File: config.mk
export PLATFORM = sky130hd
export DESIGN_NAME = atr_shifter
export DESIGN_NICKNAME = d
export VERILOG_FILES = /design/src/rtl/atr_pkg.sv /design/src/rtl/atr_sync.sv /design/src/rtl/atr_ctrl.sv /design/src/rtl/atr_datapath.sv /design/src/rtl/atr_shifter.sv
export SDC_FILE = /design/constraint.sdc
export NUM_CORES = 1
export LEC_CHECK = 0
export ABC_AREA = 1
export BUFFER_PORTS_ARGS = -buffer_cell sky130_fd_sc_hd__buf_4
export CAP_MARGIN = 10
export CORE_MARGIN = 4
export CORE_UTILIZATION = 50
export CTS_BUF_LIST = sky130_fd_sc_hd__clkbuf_4 sky130_fd_sc_hd__clkbuf_8 sky130_fd_sc_hd__clkbuf_16
export DETAILED_ROUTE_END_ITERATION = 8
export PLACE_DENSITY = 0.79
export REMOVE_ABC_BUFFERS = 1
export SYNTH_ARGS = -nofsm -noshare
export SYNTH_HDL_FRONTEND = slang
export SYNTH_SLANG_ARGS = --single-unit
export TNS_END_PERCENT = 100
File: constraint.sdc
create_clock -name clk -period 2.75 [get_ports clk]
set_clock_uncertainty 0.15 [all_clocks]
set_input_delay 0 -clock clk [delete_from_list [all_inputs] [get_ports clk]]
set_output_delay 0 -clock clk [all_outputs]
set_load 0.01 [all_outputs]
File: src/rtl/atr_pkg.sv
package atr_pkg;
  // Bit positions of the pins inside the synchroniser vector
  localparam int PIN_CS  = 0;
  localparam int PIN_RST = 1;
  localparam int PIN_SCL = 2;
  localparam int PIN_CNT = 3;

  typedef struct packed {
    logic load;   // take the pattern and enable the pad
    logic shift;  // advance to the next bit
    logic stop;   // release the pad
  } atrStrobe_t;

  typedef enum logic [1:0] {
    ST_IDLE   = 2'd0,
    ST_ARMED  = 2'd1,
    ST_STREAM = 2'd2
  } atrState_t;
endpackage

File: src/rtl/atr_sync.sv
module atr_sync #(
  parameter int STAGES = 2,
  parameter int WIDTH = 3,
  parameter logic [WIDTH-1:0] RESET_VAL = '0
) (
  input  logic             clk,
  input  logic             rstN,
  input  logic [WIDTH-1:0] pinIn,
  output logic [WIDTH-1:0] levelOut,
  output logic [WIDTH-1:0] riseOut,
  output logic [WIDTH-1:0] fallOut
);
  logic [WIDTH-1:0] chain [STAGES];
  logic [WIDTH-1:0] prevLevel;

  always_ff @(posedge clk or negedge rstN) begin
    if (!rstN) chain[0] <= RESET_VAL;
    else       chain[0] <= pinIn;
  end

  for (genvar s = 1; s < STAGES; s++) begin : g_stage
    always_ff @(posedge clk or negedge rstN) begin
      if (!rstN) chain[s] <= RESET_VAL;
      else       chain[s] <= chain[s-1];
    end
  end

  always_ff @(posedge clk or negedge rstN) begin
    if (!rstN) prevLevel <= RESET_VAL;
    else       prevLevel <= chain[STAGES-1];
  end

  assign levelOut = chain[STAGES-1];
  assign riseOut  = chain[STAGES-1] & ~prevLevel;
  assign fallOut  = ~chain[STAGES-1] & prevLevel;
endmodule

File: src/rtl/atr_ctrl.sv
module atr_ctrl
  import atr_pkg::*;
#(
  parameter int ATR_BITS = 32
) (
  input  logic       clk,
  input  logic       rstN,
  input  logic       csLevel,
  input  logic       rstRise,
  input  logic       rstFall,
  input  logic       sclFall,
  input  logic       wrBusy,
  output atrStrobe_t strobe
);
  localparam int CNT_W = $clog2(ATR_BITS + 1);
  localparam logic [CNT_W-1:0] LAST_CNT = CNT_W'(ATR_BITS);

  atrState_t state, stateNxt;
  logic [CNT_W-1:0] bitCnt, bitCntNxt;

  always_comb begin
    stateNxt  = state;
    bitCntNxt = bitCnt;
    strobe    = '0;
    unique case (state)
      ST_IDLE: begin
        if (rstRise && !csLevel && !wrBusy) stateNxt = ST_ARMED;
      end
      ST_ARMED: begin
        if (csLevel) begin
          stateNxt = ST_IDLE;
        end else if (rstFall) begin
          strobe.load = 1'b1;
          bitCntNxt   = CNT_W'(1);
          stateNxt    = ST_STREAM;
        end
      end
      ST_STREAM: begin
        if (csLevel) begin
          strobe.stop = 1'b1;
          stateNxt    = ST_IDLE;
        end else if (rstRise) begin
          strobe.stop = 1'b1;
          stateNxt    = wrBusy ? ST_IDLE : ST_ARMED;
        end else if (sclFall) begin
          if (bitCnt == LAST_CNT) begin
            strobe.stop = 1'b1;
            stateNxt    = ST_IDLE;
          end else begin
            strobe.shift = 1'b1;
            bitCntNxt    = bitCnt + CNT_W'(1);
          end
        end
      end
      default: stateNxt = ST_IDLE;
    endcase
  end

  always_ff @(posedge clk or negedge rstN) begin
    if (!rstN) begin
      state  <= ST_IDLE;
      bitCnt <= '0;
    end else begin
      state  <= stateNxt;
      bitCnt <= bitCntNxt;
    end
  end
endmodule

File: src/rtl/atr_datapath.sv
module atr_datapath
  import atr_pkg::*;
#(
  parameter int ATR_BITS = 32,
  parameter logic [ATR_BITS-1:0] ATR_PATTERN = '0
) (
  input  logic       clk,
  input  logic       rstN,
  input  atrStrobe_t strobe,
  output logic       dataOut,
  output logic       dataOe
);
  logic [ATR_BITS-1:0] shReg;
  logic oeReg;

  always_ff @(posedge clk or negedge rstN) begin
    if (!rstN) begin
      shReg <= '0;
      oeReg <= 1'b0;
    end else if (strobe.load) begin
      shReg <= ATR_PATTERN;
      oeReg <= 1'b1;
    end else if (strobe.stop) begin
      oeReg <= 1'b0;
    end else if (strobe.shift) begin
      shReg <= {1'b0, shReg[ATR_BITS-1:1]};
    end
  end

  assign dataOut = oeReg & shReg[0];
  assign dataOe  = oeReg;
endmodule

File: src/rtl/atr_shifter.sv
module atr_shifter
  import atr_pkg::*;
#(
  parameter int ATR_BITS = 32,
  parameter logic [ATR_BITS-1:0] ATR_PATTERN = 32'h3B8A_52C9,
  parameter int SYNC_STAGES = 2
) (
  input  logic clk,
  input  logic rstN,
  input  logic csPin,
  input  logic rstPin,
  input  logic sclPin,
  input  logic wrBusy,
  output logic dataOut,
  output logic dataOe
);
  localparam logic [PIN_CNT-1:0] PIN_IDLE = PIN_CNT'(1 << PIN_CS);

  logic [PIN_CNT-1:0] pinLevel, pinRise, pinFall;
  logic csLvl, rstRiseEv, rstFallEv, sclFallEv;
  atrStrobe_t strobe;

  atr_sync #(
    .STAGES(SYNC_STAGES),
    .WIDTH(PIN_CNT),
    .RESET_VAL(PIN_IDLE)
  ) u_sync (
    .clk(clk),
    .rstN(rstN),
    .pinIn({sclPin, rstPin, csPin}),
    .levelOut(pinLevel),
    .riseOut(pinRise),
    .fallOut(pinFall)
  );

  assign csLvl     = pinLevel[PIN_CS];
  assign rstRiseEv = pinRise[PIN_RST];
  assign rstFallEv = pinFall[PIN_RST];
  assign sclFallEv = pinFall[PIN_SCL];

  atr_ctrl #(.ATR_BITS(ATR_BITS)) u_ctrl (
    .clk(clk),
    .rstN(rstN),
    .csLevel(csLvl),
    .rstRise(rstRiseEv),
    .rstFall(rstFallEv),
    .sclFall(sclFallEv),
    .wrBusy(wrBusy),
    .strobe(strobe)
  );

  atr_datapath #(.ATR_BITS(ATR_BITS), .ATR_PATTERN(ATR_PATTERN)) u_dp (
    .clk(clk),
    .rstN(rstN),
    .strobe(strobe),
    .dataOut(dataOut),
    .dataOe(dataOe)
  );
endmodule

---- Word-level counts from Yosys, hierarchy flattened ----
Cells that the tools add are included.
storage, ports and cells
  bits in registers ....................... 50
  output and inout port bits .............. 2
  word-level logic and storage cells ...... 70
operators by class
  add/sub/neg operators ................... 1
  equal/unequal tests ..................... 14
  multiplexer cells ....................... 32
  bitwise operators ....................... 5
  reduce and logical (&&, ||, !) cells .... 11
operators by type and width
  kind                                                              count
  32-bit 2-to-1 mux                                                 3
  6-bit 2-to-1 mux                                                  6
  2-bit 2-to-1 mux                                                  9
  1-bit 2-to-1 mux                                                  12
  2-bit != test (second input constant)                             6
  6-bit one-hot mux with 2 select lines                             1
  7-bit AND reduction                                               1
  6-bit by 1-bit adder with 6-bit output (second input constant)    1
  6-bit == test (second input constant)                             1
  2-bit one-hot mux with 3 select lines                             1
  2-bit nonzero test                                                3
  2-bit by 1-bit != test with 1-bit output (second input constant)  2
  4-bit by 3-bit != test with 1-bit output (second input constant)  1
  4-bit != test (second input constant)                             1
  4-bit AND reduction                                               1
  3-bit AND                                                         1
  3-bit != test (second input constant)                             1
  3-bit inverter                                                    1
  2-bit AND                                                         1
  2-bit by 1-bit == test with 1-bit output (second input constant)  1
  2-bit == test (second input constant)                             1
  1-bit logical AND                                                 2
  1-bit logical NOT                                                 2
  2-bit logical NOT                                                 1
  3 further kinds                                                   3

---- Longest topological paths before layout ----
  depth after elaboration ................. 9
  depth in mapped cells ................... 11

---- Cells and area by module ----
From an unflattened synthesis, not the netlist that was laid out.
second synthesis, totals
  cell total of the unflattened synthesis .. 286
  area, all modules ....................... 2294.7 um^2
by module, submodules not included
  module        instances  cells an instance  area an instance (um^2)  seq. area each (um^2)
  atr_datapath  1          179                1437.6                   775.7
  atr_ctrl      1          83                 560.5                    200.2
  atr_sync      1          24                 296.5                    229.0

---- Worst setup path before layout ----
Ideal clock, no wire load.
  kind .................................... register to register
  start point ............................. register u_ctrl.bitCnt[0]
  end point ............................... register u_ctrl.bitCnt[1]
  library setup time ...................... 0.117 ns
  arrival time ............................ 1.272 ns
  required time ........................... 2.483 ns
  path slack .............................. 1.211 ns
  cell stages (with the launch flop) ...... 12
  buffers on the path ..................... 1
  period minus slack after synthesis ...... 1.539 ns
  cell sequence ........................... dfrtp_1 -> inv_1 -> ha_1 -> nand2_1 -> inv_1 -> nand3_1 -> nand2_2 -> nand2_2 -> nand2_4 -> buf_6 -> nand2_1 -> nand2_1
between the ends
  cells in the longest elaborated chain, start to end .. 6
  elaborated cells on any way between the ends .. 9
  those cells by class .................... 1 x add/sub; 2 x eq/ne; 5 x mux; 1 x reduce/logical
ends and longest elaborated chain
  what                                    RTL line        text
  from (decl)                             atr_ctrl.sv:19  logic [CNT_W-1:0] bitCnt, bitCntNxt;
  from (signal assigned)                  atr_ctrl.sv:65  bitCnt <= bitCntNxt;
  6-bit by 1-bit adder with 6-bit output  atr_ctrl.sv:51  bitCntNxt = bitCnt + CNT_W'(1);
  6-bit 2-to-1 mux                        atr_ctrl.sv:46  if (bitCnt == LAST_CNT) begin
  6-bit 2-to-1 mux                        atr_ctrl.sv:45  end else if (sclFall) begin
  6-bit 2-to-1 mux                        atr_ctrl.sv:42  end else if (rstRise) begin
  6-bit 2-to-1 mux                        atr_ctrl.sv:39  if (csLevel) begin
  6-bit one-hot mux with 2 select lines   atr_ctrl.sv:25  unique case (state)
Parallel ways exist; a longest one is shown, timed or not. The select of a mux whose other input is x is not followed.
A chain may end at the register's enable or synchronous reset.

---- Worst setup path after layout ----
  start point ............................. register u_ctrl.bitCnt[0]
  end point ............................... register u_dp.shReg[22]
between the ends
  cells in the longest elaborated chain, start to end .. 8
  elaborated cells on any way between the ends .. 12
  those cells by class .................... 2 x eq/ne; 8 x mux; 2 x reduce/logical
ends and longest elaborated chain
  what                                                                                      RTL line            text
  6-bit == test *                                                                           atr_ctrl.sv:46
  1-bit 2-to-1 mux                                                                          atr_ctrl.sv:46
  2-bit 2-to-1 mux *                                                                        atr_ctrl.sv:45
  1-bit 2-to-1 mux                                                                          atr_ctrl.sv:42
  1-bit 2-to-1 mux                                                                          atr_ctrl.sv:39
  2-bit 2-to-1 mux *                                                                        atr_ctrl.sv:25
  2-bit by 1-bit != test with 1-bit output (no line) or 2-bit nonzero test (tied branches)  n/a
  2-bit AND reduction (no line) *                                                           n/a
  to (signal assigned)                                                                      atr_datapath.sv:26  shReg <= {1'b0, shReg[ATR_BITS-1:1]};
  to (decl)                                                                                 atr_datapath.sv:13  logic [ATR_BITS-1:0] shReg;
Mark *: on every way between the ends. The rest lies on a longest branch, timed or not.

==> results <==
- The first-pass GRT wire length is 6.49 mm.
- The floorplan step set the die height to 72.6 um.
- The DRC violation total after the first TritonRoute iteration is 99.
- The number of nets in the layout is 256.
- The number of setup buffers added after CTS is 0.
- The number of gates resized after CTS was 0.
- The tool flagged a number of max-cap violations equal to 0.
- The maximum ir drop on the vdd rail is 490 uV.
- The final setup TNS is 0 ns.
- Setup repair after global routing left no endpoint under its margin.
- The hold violation count in the final report was 0.
- Dividing the detail-routed via count by the number of cells gives 5.01.
- The clock tree from TritonCTS is done.
- In this run the power density over the cells is 636 nW/um^2.
- The row count is 23.
- For this design, the CTS-stage hold fixing added 5 buffers.
- Grouping stages by cell kind, the critical path spends the most delay in simple AND/OR/NAND/NOR gates.
- Summing the sequential cell areas from Yosys gives 56.5% of the chip area.
- The final weighted congestion in routability-driven placement is 0.800.
- Yosys printed 0 warnings.
- Of all flip-flops after synthesis, the portion carrying an async set or reset was 100%.
- In this run the cell area of the synthesized design comes to 2090 um^2.
- The number of buffer and inverter instances along the worst setup path is 4.
- The critical path's most frequent cell is sky130_fd_sc_hd__inv_1.
- The endpoint kind of the worst setup timing path is a flip-flop.
- Summing over every cut layer, the via total after detailed routing is 1,498.
- The I/O pin count is 8.
- Once the floorplan was initialized, standard cells occupied 51.8% of the core.
- The tree is rooted in a sky130_fd_sc_hd__clkbuf_8.
- Each instance of the synthesized netlist takes up on average 8.84 um^2.
- By startpoint and endpoint, the worst setup path is classified as flip-flop to flip-flop.
- The relative area change from synthesis to final layout is 9.89%.
- The most frequently used cell type in the post-synthesis netlist is sky130_fd_sc_hd__nand2_1.
- Measured along the x axis, the die boundary spans 72.6 um.
- Subtracting the final worst setup slack from the clock period gives 2.22 ns.
- The synthesized netlist contains 22 unique library cells.
- The count of input and output buffers is 7.
- The average wire per standard cell is 12.2 um.
- The most used flip-flop cell after synthesis is sky130_fd_sc_hd__dfrtp_1.
- The latest clock arrival within the worst-skew pair is 0.30 ns.
- After clock tree synthesis, the clock-pin slew on the worst setup and hold paths is 0.09 ns.
- The final period utilization is 80.8%.
- The share of post-route cells with drive strength above 1 is 16.9%.
- Sorting the synthesized cells by how often they occur yields 64 x sky130_fd_sc_hd__nand2_1, 45 x sky130_fd_sc_hd__dfrtp_1, 31 x sky130_fd_sc_hd__nor2_1, 29 x sky130_fd_sc_hd__inv_1, 14 x sky130_fd_sc_hd__a21oi_2.
- Ranked by total cell area, the synthesized netlist is headed by sky130_fd_sc_hd__dfrtp_1 54%, sky130_fd_sc_hd__nand2_1 12%, sky130_fd_sc_hd__a21oi_2 5.9%.
- The critical-path cell with the highest stage delay is sky130_fd_sc_hd__dfrtp_1.
- Entering global routing, the biggest net connects 48 pins.
- The final number of max-transition violations is 0.
- The number of instances in the synthesized netlist is 236.
- The final number of setup-violating endpoints is 0.
- 0 antenna diodes ended up in the layout.
- Including well taps, the total number of placed cells is 286.
- The kind of path behind the tightest hold check is input port to asynchronous set/reset pin.
- The core region area is 4030 um^2.
- The count of nets left with antenna violations once routing finished came out at 0.
- The global-route usage over all layers is 16.2%.
- Summed over all nets, the half-perimeter wirelength after detailed placement is 2.39 mm.
- In this run the number of H-tree levels came out at 2.
- Traced cell by cell, the critical path runs through inv_1, ha_1, nand2_1, inv_1, nand3_1, nand3_1, buf_4, o21ai_0, inv_1, nor2_1.
- The count of clock tree sinks is 47.
- The detailed-route DRC error count is 0.
- The worst-margin pin slew is 0.663 ns.
- The number of antenna violations at the first check in global routing came to 0.
- The largest single stage delay on the critical path is 0.43 ns.
- The leakage component of the power is 1.21 nW.
- The maximum fanout along the worst path is 13.
- The number of buffers added by the clock tree synthesis step is 5.
- The area of the die is 5270 um^2.
- The run finished with clean final reports.
- After global routing the overflow that remains totals 0.
- The achievable frequency is 450 MHz.
- The total power is 1.46 mW.
- The aggregate routed wire length is 3.64 mm.
- The area share of the largest cell type after synthesis is 54.0%.
- STA classifies the critical path startpoint as a flip-flop.
- Yosys mapped a number of flops with a built-in enable equal to 0.
- The via count of the first global-routing pass is 1,369.
- The total iterations of the first detailed-routing run is 4.
- Data arrives at the worst endpoint at 2.30 ns.
- The count of placed standard cells in the final layout, fillers left out is 299.
- The biggest area contributor in the post-synthesis netlist is sky130_fd_sc_hd__dfrtp_1.
- The worst pin sits at a relative slew slack of 55.6%.
- The required time of the critical path is 2.83 ns.
- Synthesis inferred 47 register bits.
- Counting along the longest clock path gives a buffer depth of 2.
-- where the power goes --
part / switching [mW] / internal [mW] / leakage [nW]
logic: 0.109 / 0.0882 / 0.604
registers: 0.0610 / 0.786 / 0.561
clock network: 0.225 / 0.188 / 0.0446
-- metal layers --
metal,up-vias,global-route usage [%],wire length (um)
met5,-,0,0
met4,0,7.99,80
met3,6,4.27,94
met2,14,23.0,1670
met1,720,22.9,1790
li1,758,-,-
-- logic make-up (layout without fill, tap and decap cells) --
family	count (synthesis)	in the layout	share of synthesized area, %
simple gates	124	124	25.5
flops	47	47	56.5
buf+inv	38	51	8.03
compound gates	25	25	8.81
fa+ha+maj	2	2	1.20
-- per-stage QoR --
stage / util [%] / cell area, um^2 / setup slack [ns] / hold WS [ns]
after global routing: 56.9 / 2290 / 0.311 / 0.133
after CTS: 56.9 / 2290 / 0.520 / 0.0963
final: 56.9 / 2290 / 0.529 / 0.0773
after floorplan: - / 2030 / 0.794 / -0.446
after global placement: 53.5 / 2150 / 0.639 / -0.113
after detailed placement: 53.5 / 2150 / 0.549 / -0.107
-- worst paths after layout --
path	from	end	slack, ns	cells past startpoint
max in group asynchronous	rstN	u_ctrl.state[0]	1.96	2
min in group clk	u_sync.chain[5]	u_sync.levelOut[2]	0.20	0
hold / removal	rstN	u_dp.shReg[7]	0.08	2
setup / recovery	u_ctrl.bitCnt[0]	u_dp.shReg[22]	0.53	10
hold reg to reg	u_sync.chain[5]	u_sync.levelOut[2]	0.20	0
setup reg to reg	u_ctrl.bitCnt[0]	u_dp.shReg[22]	0.53	10
-- registers in the layout, summed over array words and instances (netlist names) --
| register | flops |
|---|---|
| u_sync.chain | 3 |
| u_ctrl.bitCnt | 6 |
| u_sync.levelOut | 3 |
| u_dp.shReg | 30 |
| u_sync.prevLevel | 2 |
| u_ctrl.state | 2 |
| u_dp.dataOe | 1 |
-- cells in the final DEF (no fill, tap or decap), types with 4 or more instances in the layout --
master	count
sky130_fd_sc_hd__inv_1	29
sky130_fd_sc_hd__dlygate4sd3_1	5
sky130_fd_sc_hd__nand2_2	4
sky130_fd_sc_hd__nor2_1	31
sky130_fd_sc_hd__o21ai_0	7
sky130_fd_sc_hd__dfrtp_1	45
sky130_fd_sc_hd__clkbuf_8	5
sky130_fd_sc_hd__buf_4	8
sky130_fd_sc_hd__nor2_2	4
sky130_fd_sc_hd__nand3_1	8
sky130_fd_sc_hd__nand2_1	64
sky130_fd_sc_hd__nand4_1	11
sky130_fd_sc_hd__a21oi_2	14
-- layout make-up --
| cell class | count | area (um^2) |
|---|---|---|
| tap | 50 | 62.6 |
| fill | 375 | 1740 |
| clock buffer | 6 | 76.3 |
| multi-input combinational | 151 | 741 |
| clock inverter | 2 | 12.5 |
| inverter | 30 | 113 |
| sequential | 47 | 1180 |
| timing repair buffer | 13 | 110 |
Note: power is estimated with default switching activity, not from simulation.
